**config.mk**
```make
export PLATFORM = sky130hd
export DESIGN_NAME = pcm_serial_tx
export DESIGN_NICKNAME = d
export VERILOG_FILES = /design/src/rtl/pcm_tx_pkg.sv /design/src/rtl/pcm_tx_sync.sv /design/src/rtl/pcm_tx_frame.sv /design/src/rtl/pcm_tx_shift.sv /design/src/rtl/pcm_serial_tx.sv
export SDC_FILE = /design/constraint.sdc
export NUM_CORES = 1
export LEC_CHECK = 0
export BUFFER_PORTS_ARGS = -buffer_cell sky130_fd_sc_hd__clkbuf_2
export CORE_MARGIN = 3
export CORE_UTILIZATION = 35
export CTS_CLUSTER_DIAMETER = 30
export DETAILED_ROUTE_END_ITERATION = 7
export GPL_TIMING_DRIVEN = 0
export PLACE_DENSITY = 0.59
export SETUP_SLACK_MARGIN = 0.3
export SYNTH_ARGS = -nofsm -noshare
export SYNTH_HDL_FRONTEND = slang
export SYNTH_SLANG_ARGS = --single-unit
```
**constraint.sdc**
```tcl
create_clock -name clk_i -period 5.7 [get_ports clk_i]
set_input_delay 1.14 -clock clk_i [delete_from_list [all_inputs] [get_ports clk_i]]
set_output_delay 1.14 -clock clk_i [all_outputs]
set_load 0.02 [all_outputs]
```
**src/rtl/pcm_tx_pkg.sv**
```systemverilog
package pcm_tx_pkg;

   typedef enum logic {
      FMT_I2S   = 1'b0,
      FMT_LEFTJ = 1'b1
   } frame_fmt_e;

   localparam logic [3:0] CODE_LEFTJ = 4'b0110;

   // Only the left-justified code is special; every other code falls back to I2S.
   function automatic frame_fmt_e decode_fmt(input logic [3:0] code);
      return (code == CODE_LEFTJ) ? FMT_LEFTJ : FMT_I2S;
   endfunction

endpackage

```
**src/rtl/pcm_tx_sync.sv**
```systemverilog
module pcm_tx_sync #(
   parameter int WIDTH  = 2,
   parameter int STAGES = 2
) (
   input  logic             clk_i,
   input  logic             rst_ni,
   input  logic [WIDTH-1:0] async_i,
   output logic [WIDTH-1:0] sync_o
);

   if (STAGES < 2) begin : g_bad_stages
      $error("pcm_tx_sync: STAGES must be at least 2");
   end
   if (WIDTH < 1) begin : g_bad_width
      $error("pcm_tx_sync: WIDTH must be at least 1");
   end

   for (genvar b = 0; b < WIDTH; b++) begin : g_bit
      logic [STAGES-1:0] chain_q;
      always_ff @(posedge clk_i or negedge rst_ni) begin
         if (!rst_ni) chain_q <= '0;
         else         chain_q <= {chain_q[STAGES-2:0], async_i[b]};
      end
      assign sync_o[b] = chain_q[STAGES-1];
   end

endmodule

```
**src/rtl/pcm_tx_frame.sv**
```systemverilog
module pcm_tx_frame
   import pcm_tx_pkg::*;
(
   input  logic       clk_i,
   input  logic       rst_ni,
   input  logic       bclk_s_i,
   input  logic       ws_s_i,
   input  logic       edge_inv_i,
   input  frame_fmt_e fmt_i,
   output logic       tick_o,
   output logic       load_o,
   output logic       load_left_o
);

   logic bclk_q, tick_q, primed_q, ws_last_q, pend_q, pend_left_q;
   logic edge_raw, boundary, left_lvl;

   // Launch edge chosen by polarity; strobe delayed one cycle so word select has settled.
   assign edge_raw = edge_inv_i ? (bclk_s_i & ~bclk_q) : (~bclk_s_i & bclk_q);
   assign boundary = primed_q && (ws_s_i != ws_last_q);
   assign left_lvl = (fmt_i == FMT_LEFTJ) ? ws_s_i : ~ws_s_i;

   always_ff @(posedge clk_i or negedge rst_ni) begin
      if (!rst_ni) begin
         bclk_q      <= 1'b0;
         tick_q      <= 1'b0;
         primed_q    <= 1'b0;
         ws_last_q   <= 1'b0;
         pend_q      <= 1'b0;
         pend_left_q <= 1'b0;
      end else begin
         bclk_q <= bclk_s_i;
         tick_q <= edge_raw;
         if (tick_q) begin
            primed_q    <= 1'b1;
            ws_last_q   <= ws_s_i;
            pend_q      <= (fmt_i == FMT_I2S) && boundary;
            pend_left_q <= left_lvl;
         end
      end
   end

   // Left-justified loads on the boundary slot; I2S loads one slot later.
   assign tick_o      = tick_q;
   assign load_o      = tick_q && ((fmt_i == FMT_LEFTJ) ? boundary : pend_q);
   assign load_left_o = (fmt_i == FMT_LEFTJ) ? left_lvl : pend_left_q;

endmodule

```
**src/rtl/pcm_tx_shift.sv**
```systemverilog
module pcm_tx_shift #(
   parameter int WORD_W = 16
) (
   input  logic              clk_i,
   input  logic              rst_ni,
   input  logic              tick_i,
   input  logic              load_i,
   input  logic [WORD_W-1:0] word_i,
   output logic              sd_o
);

   localparam int CNT_W = $clog2(WORD_W + 1);

   logic [WORD_W-1:0] sh_q;
   logic [CNT_W-1:0]  rem_q;
   logic              sd_q;

   always_ff @(posedge clk_i or negedge rst_ni) begin
      if (!rst_ni) begin
         sh_q  <= '0;
         rem_q <= '0;
         sd_q  <= 1'b0;
      end else if (tick_i) begin
         if (load_i) begin
            sd_q  <= word_i[WORD_W-1];
            sh_q  <= {word_i[WORD_W-2:0], 1'b0};
            rem_q <= CNT_W'(WORD_W - 1);
         end else if (rem_q != '0) begin
            sd_q  <= sh_q[WORD_W-1];
            sh_q  <= {sh_q[WORD_W-2:0], 1'b0};
            rem_q <= rem_q - 1'b1;
         end else begin
            sd_q  <= 1'b0;
         end
      end
   end

   assign sd_o = sd_q;

endmodule

```
**src/rtl/pcm_serial_tx.sv**
```systemverilog
module pcm_serial_tx
   import pcm_tx_pkg::*;
#(
   parameter int SAMPLE_W    = 16,
   parameter int SYNC_STAGES = 2
) (
   input  logic                clk_i,
   input  logic                rst_ni,
   input  logic                bit_clk_i,
   input  logic                word_sel_i,
   input  logic [3:0]          fmt_code_i,
   input  logic                edge_inv_i,
   input  logic                pair_valid_i,
   input  logic [SAMPLE_W-1:0] pair_left_i,
   input  logic [SAMPLE_W-1:0] pair_right_i,
   output logic                pair_ready_o,
   output logic                underrun_o,
   output logic                ser_data_o
);

   if (SAMPLE_W < 2) begin : g_bad_width
      $error("pcm_serial_tx: SAMPLE_W must be at least 2");
   end

   logic [1:0]          sync_s;
   logic                tick, load, load_left, take;
   logic [SAMPLE_W-1:0] hold_l_q, hold_r_q, word;
   logic                underrun_q;
   frame_fmt_e          fmt;

   assign fmt = decode_fmt(fmt_code_i);

   pcm_tx_sync #(.WIDTH(2), .STAGES(SYNC_STAGES)) u_sync (
      .clk_i   (clk_i),
      .rst_ni  (rst_ni),
      .async_i ({word_sel_i, bit_clk_i}),
      .sync_o  (sync_s)
   );

   pcm_tx_frame u_frame (
      .clk_i       (clk_i),
      .rst_ni      (rst_ni),
      .bclk_s_i    (sync_s[0]),
      .ws_s_i      (sync_s[1]),
      .edge_inv_i  (edge_inv_i),
      .fmt_i       (fmt),
      .tick_o      (tick),
      .load_o      (load),
      .load_left_o (load_left)
   );

   assign pair_ready_o = load && load_left;
   assign take         = pair_ready_o && pair_valid_i;

   always_ff @(posedge clk_i or negedge rst_ni) begin
      if (!rst_ni) begin
         hold_l_q   <= '0;
         hold_r_q   <= '0;
         underrun_q <= 1'b0;
      end else begin
         underrun_q <= pair_ready_o && !pair_valid_i;
         if (take) begin
            hold_l_q <= pair_left_i;
            hold_r_q <= pair_right_i;
         end
      end
   end

   assign word = load_left ? (take ? pair_left_i : hold_l_q) : hold_r_q;
   assign underrun_o = underrun_q;

   pcm_tx_shift #(.WORD_W(SAMPLE_W)) u_shift (
      .clk_i  (clk_i),
      .rst_ni (rst_ni),
      .tick_i (tick),
      .load_i (load),
      .word_i (word),
      .sd_o   (ser_data_o)
   );

endmodule


```
-- Word-level counts from Yosys, hierarchy flattened
Index checks and enable logic that the tools add are counted.
Widths: inputs -> output; s select.
- word-level logic and storage cells: 46
- input bits: 42
- bits in registers: 65
- output and inout bits: 3
- add/sub/neg operators: 1
- equal/unequal tests: 2
- multiplexer cells: 13
- reduce and logical (&&, ||, !) cells: 10
- bitwise logic cells: 6
- operator list (cell ; number):
    $mux 16 ; 4
    $mux 5 ; 2
    $mux 1 ; 7
    $logic_and 1x1->1 ; 6
    $reduce_bool 5->1 ; 1
    $sub 5x1->5 const B ; 1
    $eq 4x3->1 const B ; 1
    $not 1->1 ; 4
    $and 1x1->1 ; 2
    $reduce_and 2->1 ; 1
    $reduce_bool 2->1 ; 1
    $logic_not 1->1 ; 1
    $ne 1x1->1 ; 1

-- Depth between registers and ports, before layout
- depth in word-level cells: 9
- depth in mapped cells: 7
- mapped depth without buffers: 6

-- Modules after synthesis
Synthesis repeated with hierarchy kept, for this count alone.
- cells, all modules: 295
- area total of the unflattened synthesis: 3273.1 µm²
- by module, submodules not included (module ; seq. area each (µm²) ; times used ; cells an instance ; area each (µm²)):
    pcm_serial_tx ; 825.8 ; 1 ; 149 ; 1740.4
    pcm_tx_shift ; 525.5 ; 1 ; 119 ; 1154.9
    pcm_tx_frame ; 150.1 ; 1 ; 21 ; 262.8
    pcm_tx_sync ; 100.1 ; 1 ; 6 ; 115.1

-- Worst setup path before layout
Ideal clock, no wire load.
- kind: input to output
- start point: in fmt_code_i[3]
- end point: out pair_ready_o
- data required time: 4.560 ns
- setup slack: 2.191 ns
- arrival: 2.369 ns
- stages: 6
- buffers on the path: 3
- cells stage by stage: and4bb_1 buf_6 mux2_4 buf_8 buf_4 nor2b_1
- word-level cells in the longest chain between the ends: 5
- elaborated cells between the ends (all ways): 7
- classes of those cells: eq/ne (1); mux (4); reduce/logical (2)
- ends and longest elaborated chain (item ; line ; RTL):
    from (decl) ; pcm_serial_tx.sv:11 ; input logic [3:0] fmt_code_i,
    $eq 4x3->1 * ; pcm_tx_pkg.sv:12 ; return (code == CODE_LEFTJ) ? FMT_LEFTJ : FMT_I2S;
    $mux 1 * ; pcm_tx_pkg.sv:12 ;
    $mux 1 (on tied branches) ; pcm_tx_frame.sv:21, pcm_tx_frame.sv:45 ;
    $mux 1 or $logic_and 1x1->1 (tied branches) ; pcm_tx_frame.sv:46, pcm_tx_frame.sv:45 ;
    $logic_and 1x1->1 * ; pcm_serial_tx.sv:52 ; assign pair_ready_o = load && load_left;
    to (decl) ; pcm_serial_tx.sv:16 ; output logic pair_ready_o,
Every way passes the cells marked *; elsewhere a longest branch is shown, timed or not.

-- Final worst setup path
Ends and elaborated chain as after synthesis.

==> results.cfg <==
[outcome]
status = finished, final reports clean

[global_routing]
grt_remaining_overflow = 0
antenna_found_initial = 0
grt_max_degree = 65
grt_pass1_vias = 2151
track_usage_pct = 13.8
grt_first_pass_wirelength_um = 10900

[logic_synthesis]
syn_area_mm2 = 0.00314
yosysSeqAreaShare_pct = 51.1
synthCells = 235
synth_nets = 278
synth.largest_area_cell = dfrtp_1
synth_top_cell_area_share_pct = 51.1
ys_warn_count = 0
synth_edf_count = 0
ys.flop_type = dfrtp_1
synthArstFlopShare_pct = 100
synth.most_common_cell = dfrtp_1
ys_ff_latch = 64
synth_cell_types = 35
ys_top_cells_by_count = 64 x dfrtp_1, 32 x nand3_1, 31 x mux2_4
syn_area_per_cell_um2 = 13.3
yosys-top-cells-area = dfrtp_1 51%, mux2_4 15%, mux2_2 7.5%, mux2i_1 5.1%, nand3_1 5.1%

[worst_setup_path]
cp-end-kind = output pin
start_kind = input pin
worstPathArrival_ns = 2.61
crit_type = input pin to output pin
worstPathMaxFanout = 10
cp.required_ns = 4.56

[routing]
drt_iter0_markers = 58
drc_errors = 0
avgRoutedWirePerCell_um = 16.0
viasPerCell = 5.06
routed_wl_um = 6390
firstDrtPassIters = 4
vias = 2020
postRouteAntennaNets = 0

[sta]
skew_ns = 0.00861
fin_crit_ns = 3.75
setup-violations-final = 0
slew_headroom_pct = 40.6
maxSlewViolCount = 0
fin_crit_sh_pct = 65.8
fin_tns_setup_ns = 0
worstMarginPinSlew_ns = 0.891
grt_setup_unrepaired = no
fmax_ghz = 0.267
finalHoldViolCount = 0

[cells_and_area]
nets = 332
fin_area_mm2 = 0.00371
drive_above_1_share_pct = 42.9
nFillCells = 796
areaGrowthSynthToFinish_pct = 18.4
diodes = 0

[clock_tree]
path_clk_slew_ns = 0.08
numCtsBuffers = 9
post_cts_resized = 0
clock_latency_ns = 0.35
clock_sinks = 64
cts_buffer_depth = 2
h-tree-depth = 3
cts_hold_buf = 0
ctsRootBufferMaster = clkbuf_8
post_cts_buffers = 0
cts_tree = yes

[pwr]
p_clk_share_pct = 27.5
switchingPower_mw = 0.464
p_leak_nw = 1.79
peakVddDrop_v = 0.000181
power.density_mw_per_mm2 = 440
switching_share_pct = 28.4
p_int_mw = 1.17
power_frac_comb_pct = 27.5
power_frac_seq_pct = 45.0

[place]
gp_congestion = 0.756
port_buffers = 43
dpl_cell_area_mm2 = 0.00348
place_hpwl_um = 4300

[floorplan]
io_pins = 45
die_w_um = 101
dieHeight_um = 101
die_area_mm2 = 0.0101
core-area_mm2 = 0.00846
start_util_pct = 37.0
rows = 33

[job]
maxCapViolCount = 0

[hold_path]
worstHoldPathType = flip-flop to flip-flop
-- final timing paths --
check | from | to | slack [ns] | cells past startpoint
min | u_sync.g_bit[0].chain_q[0] | u_sync.g_bit[0].chain_q[1] | 0.36 | 0
max | fmt_code_i[3] | pair_ready_o | 1.95 | 8
min reg2reg | u_sync.g_bit[0].chain_q[0] | u_sync.g_bit[0].chain_q[1] | 0.36 | 0
min in group asynchronous | rst_ni | hold_l_q[10] | 0.93 | 1
max reg2reg | u_shift.rem_q[0] | u_shift.sh_q[5] | 3.57 | 7
max in group asynchronous | rst_ni | hold_l_q[7] | 4.19 | 1
-- area by class of cell --
| type | instances | area [µm²] | area share, % |
|---|---|---|---|
| inverter | 3 | 11.3 | 0.303 |
| clock buffer | 10 | 138 | 3.71 |
| sequential | 64 | 1600 | 43.1 |
| buffer | 15 | 119 | 3.20 |
| timing repair buffer | 43 | 218 | 5.86 |
| tap | 105 | 131 | 3.54 |
| clock inverter | 6 | 91.3 | 2.46 |
| multi-input combinational | 153 | 1400 | 37.8 |
-- registers in the layout, indices dropped and copies added, names as in the netlist --
signal / cells
hold_l_q: 16
hold_r_q: 16
u_frame.bclk_q: 1
u_frame.pend_left_q: 1
u_frame.pend_q: 1
u_frame.primed_q: 1
u_frame.tick_o: 1
u_frame.ws_last_q: 1
u_shift.rem_q: 5
u_shift.sd_o: 1
u_shift.sh_q: 15
u_sync.g_bit.chain_q: 4
underrun_o: 1
-- logic make-up (layout without fill, tap and decap cells) --
logic type               after synthesis  count (layout)  share of synthesized area, %
buffers and inverters                 18              77                          4.15
XOR/XNOR                               5               5                          1.40
flip-flops                            64              64                          51.1
AND/OR/NAND/NOR                       58              58                          9.66
adder cells (fa/ha/maj)                1               1                         0.399
AO/OA/AOI/OAI                         21              21                          5.83
multiplexers                          68              68                          27.5
-- routing by layer --
layer  vias to the layer above  GRT usage, %  part of all wire (%)
met3                         6          4.71                   5.4
met2                        53          20.3                    44
met1                       993          19.4                    49
met4                         0          4.04                   1.3
met5                         -             0                     0
li1                        968             -                     -
-- worst max-delay path: stages --
cell	delay (ns)
clkbuf_2	0.08
and4bb_1	0.27
buf_6	0.14
mux2_4	0.31
buf_8	0.16
buf_4	0.20
nor2b_1	0.15
clkbuf_2	0.17
-- power by group through the flow --
stage	sequential (mW)	combinational (mW)	clock (mW)
global placement	0.734	0.442	0
global route	0.761	0.500	0.480
detailed placement	0.740	0.454	0
finish	0.737	0.450	0.449
CTS	0.737	0.457	0.460
floorplan	0.716	0.365	0
-- cells in the final DEF, fill, tap and decap left out, types with 2 or more instances in the layout --
cell type   count
buf_2           5
buf_8           4
bufinv_16       2
clkbuf_1        3
clkbuf_2       42
clkbuf_8       10
clkinvlp_4      3
dfrtp_1        64
inv_1           3
mux2_2         21
mux2_4         31
mux2i_1        16
nand2_1        10
nand3_1        32
nand4_1         2
nor2_1          4
o211ai_1       15
xnor2_1         2
xor2_1          3
-- metrics by stage --
step	power (mW)	setup slack, ns	util [%]	cells	hold slack [ns]
after floorplan	1.08	2.19	-	235	0.331
after global placement	1.18	1.95	41.1	383	0.334
after detailed placement	1.19	1.94	41.2	383	0.337
after CTS	1.65	1.94	43.9	399	0.355
after global routing	1.74	1.89	43.9	399	0.374
final	1.64	1.95	43.9	399	0.356
No activity file was read; power rests on OpenSTA's default activity.
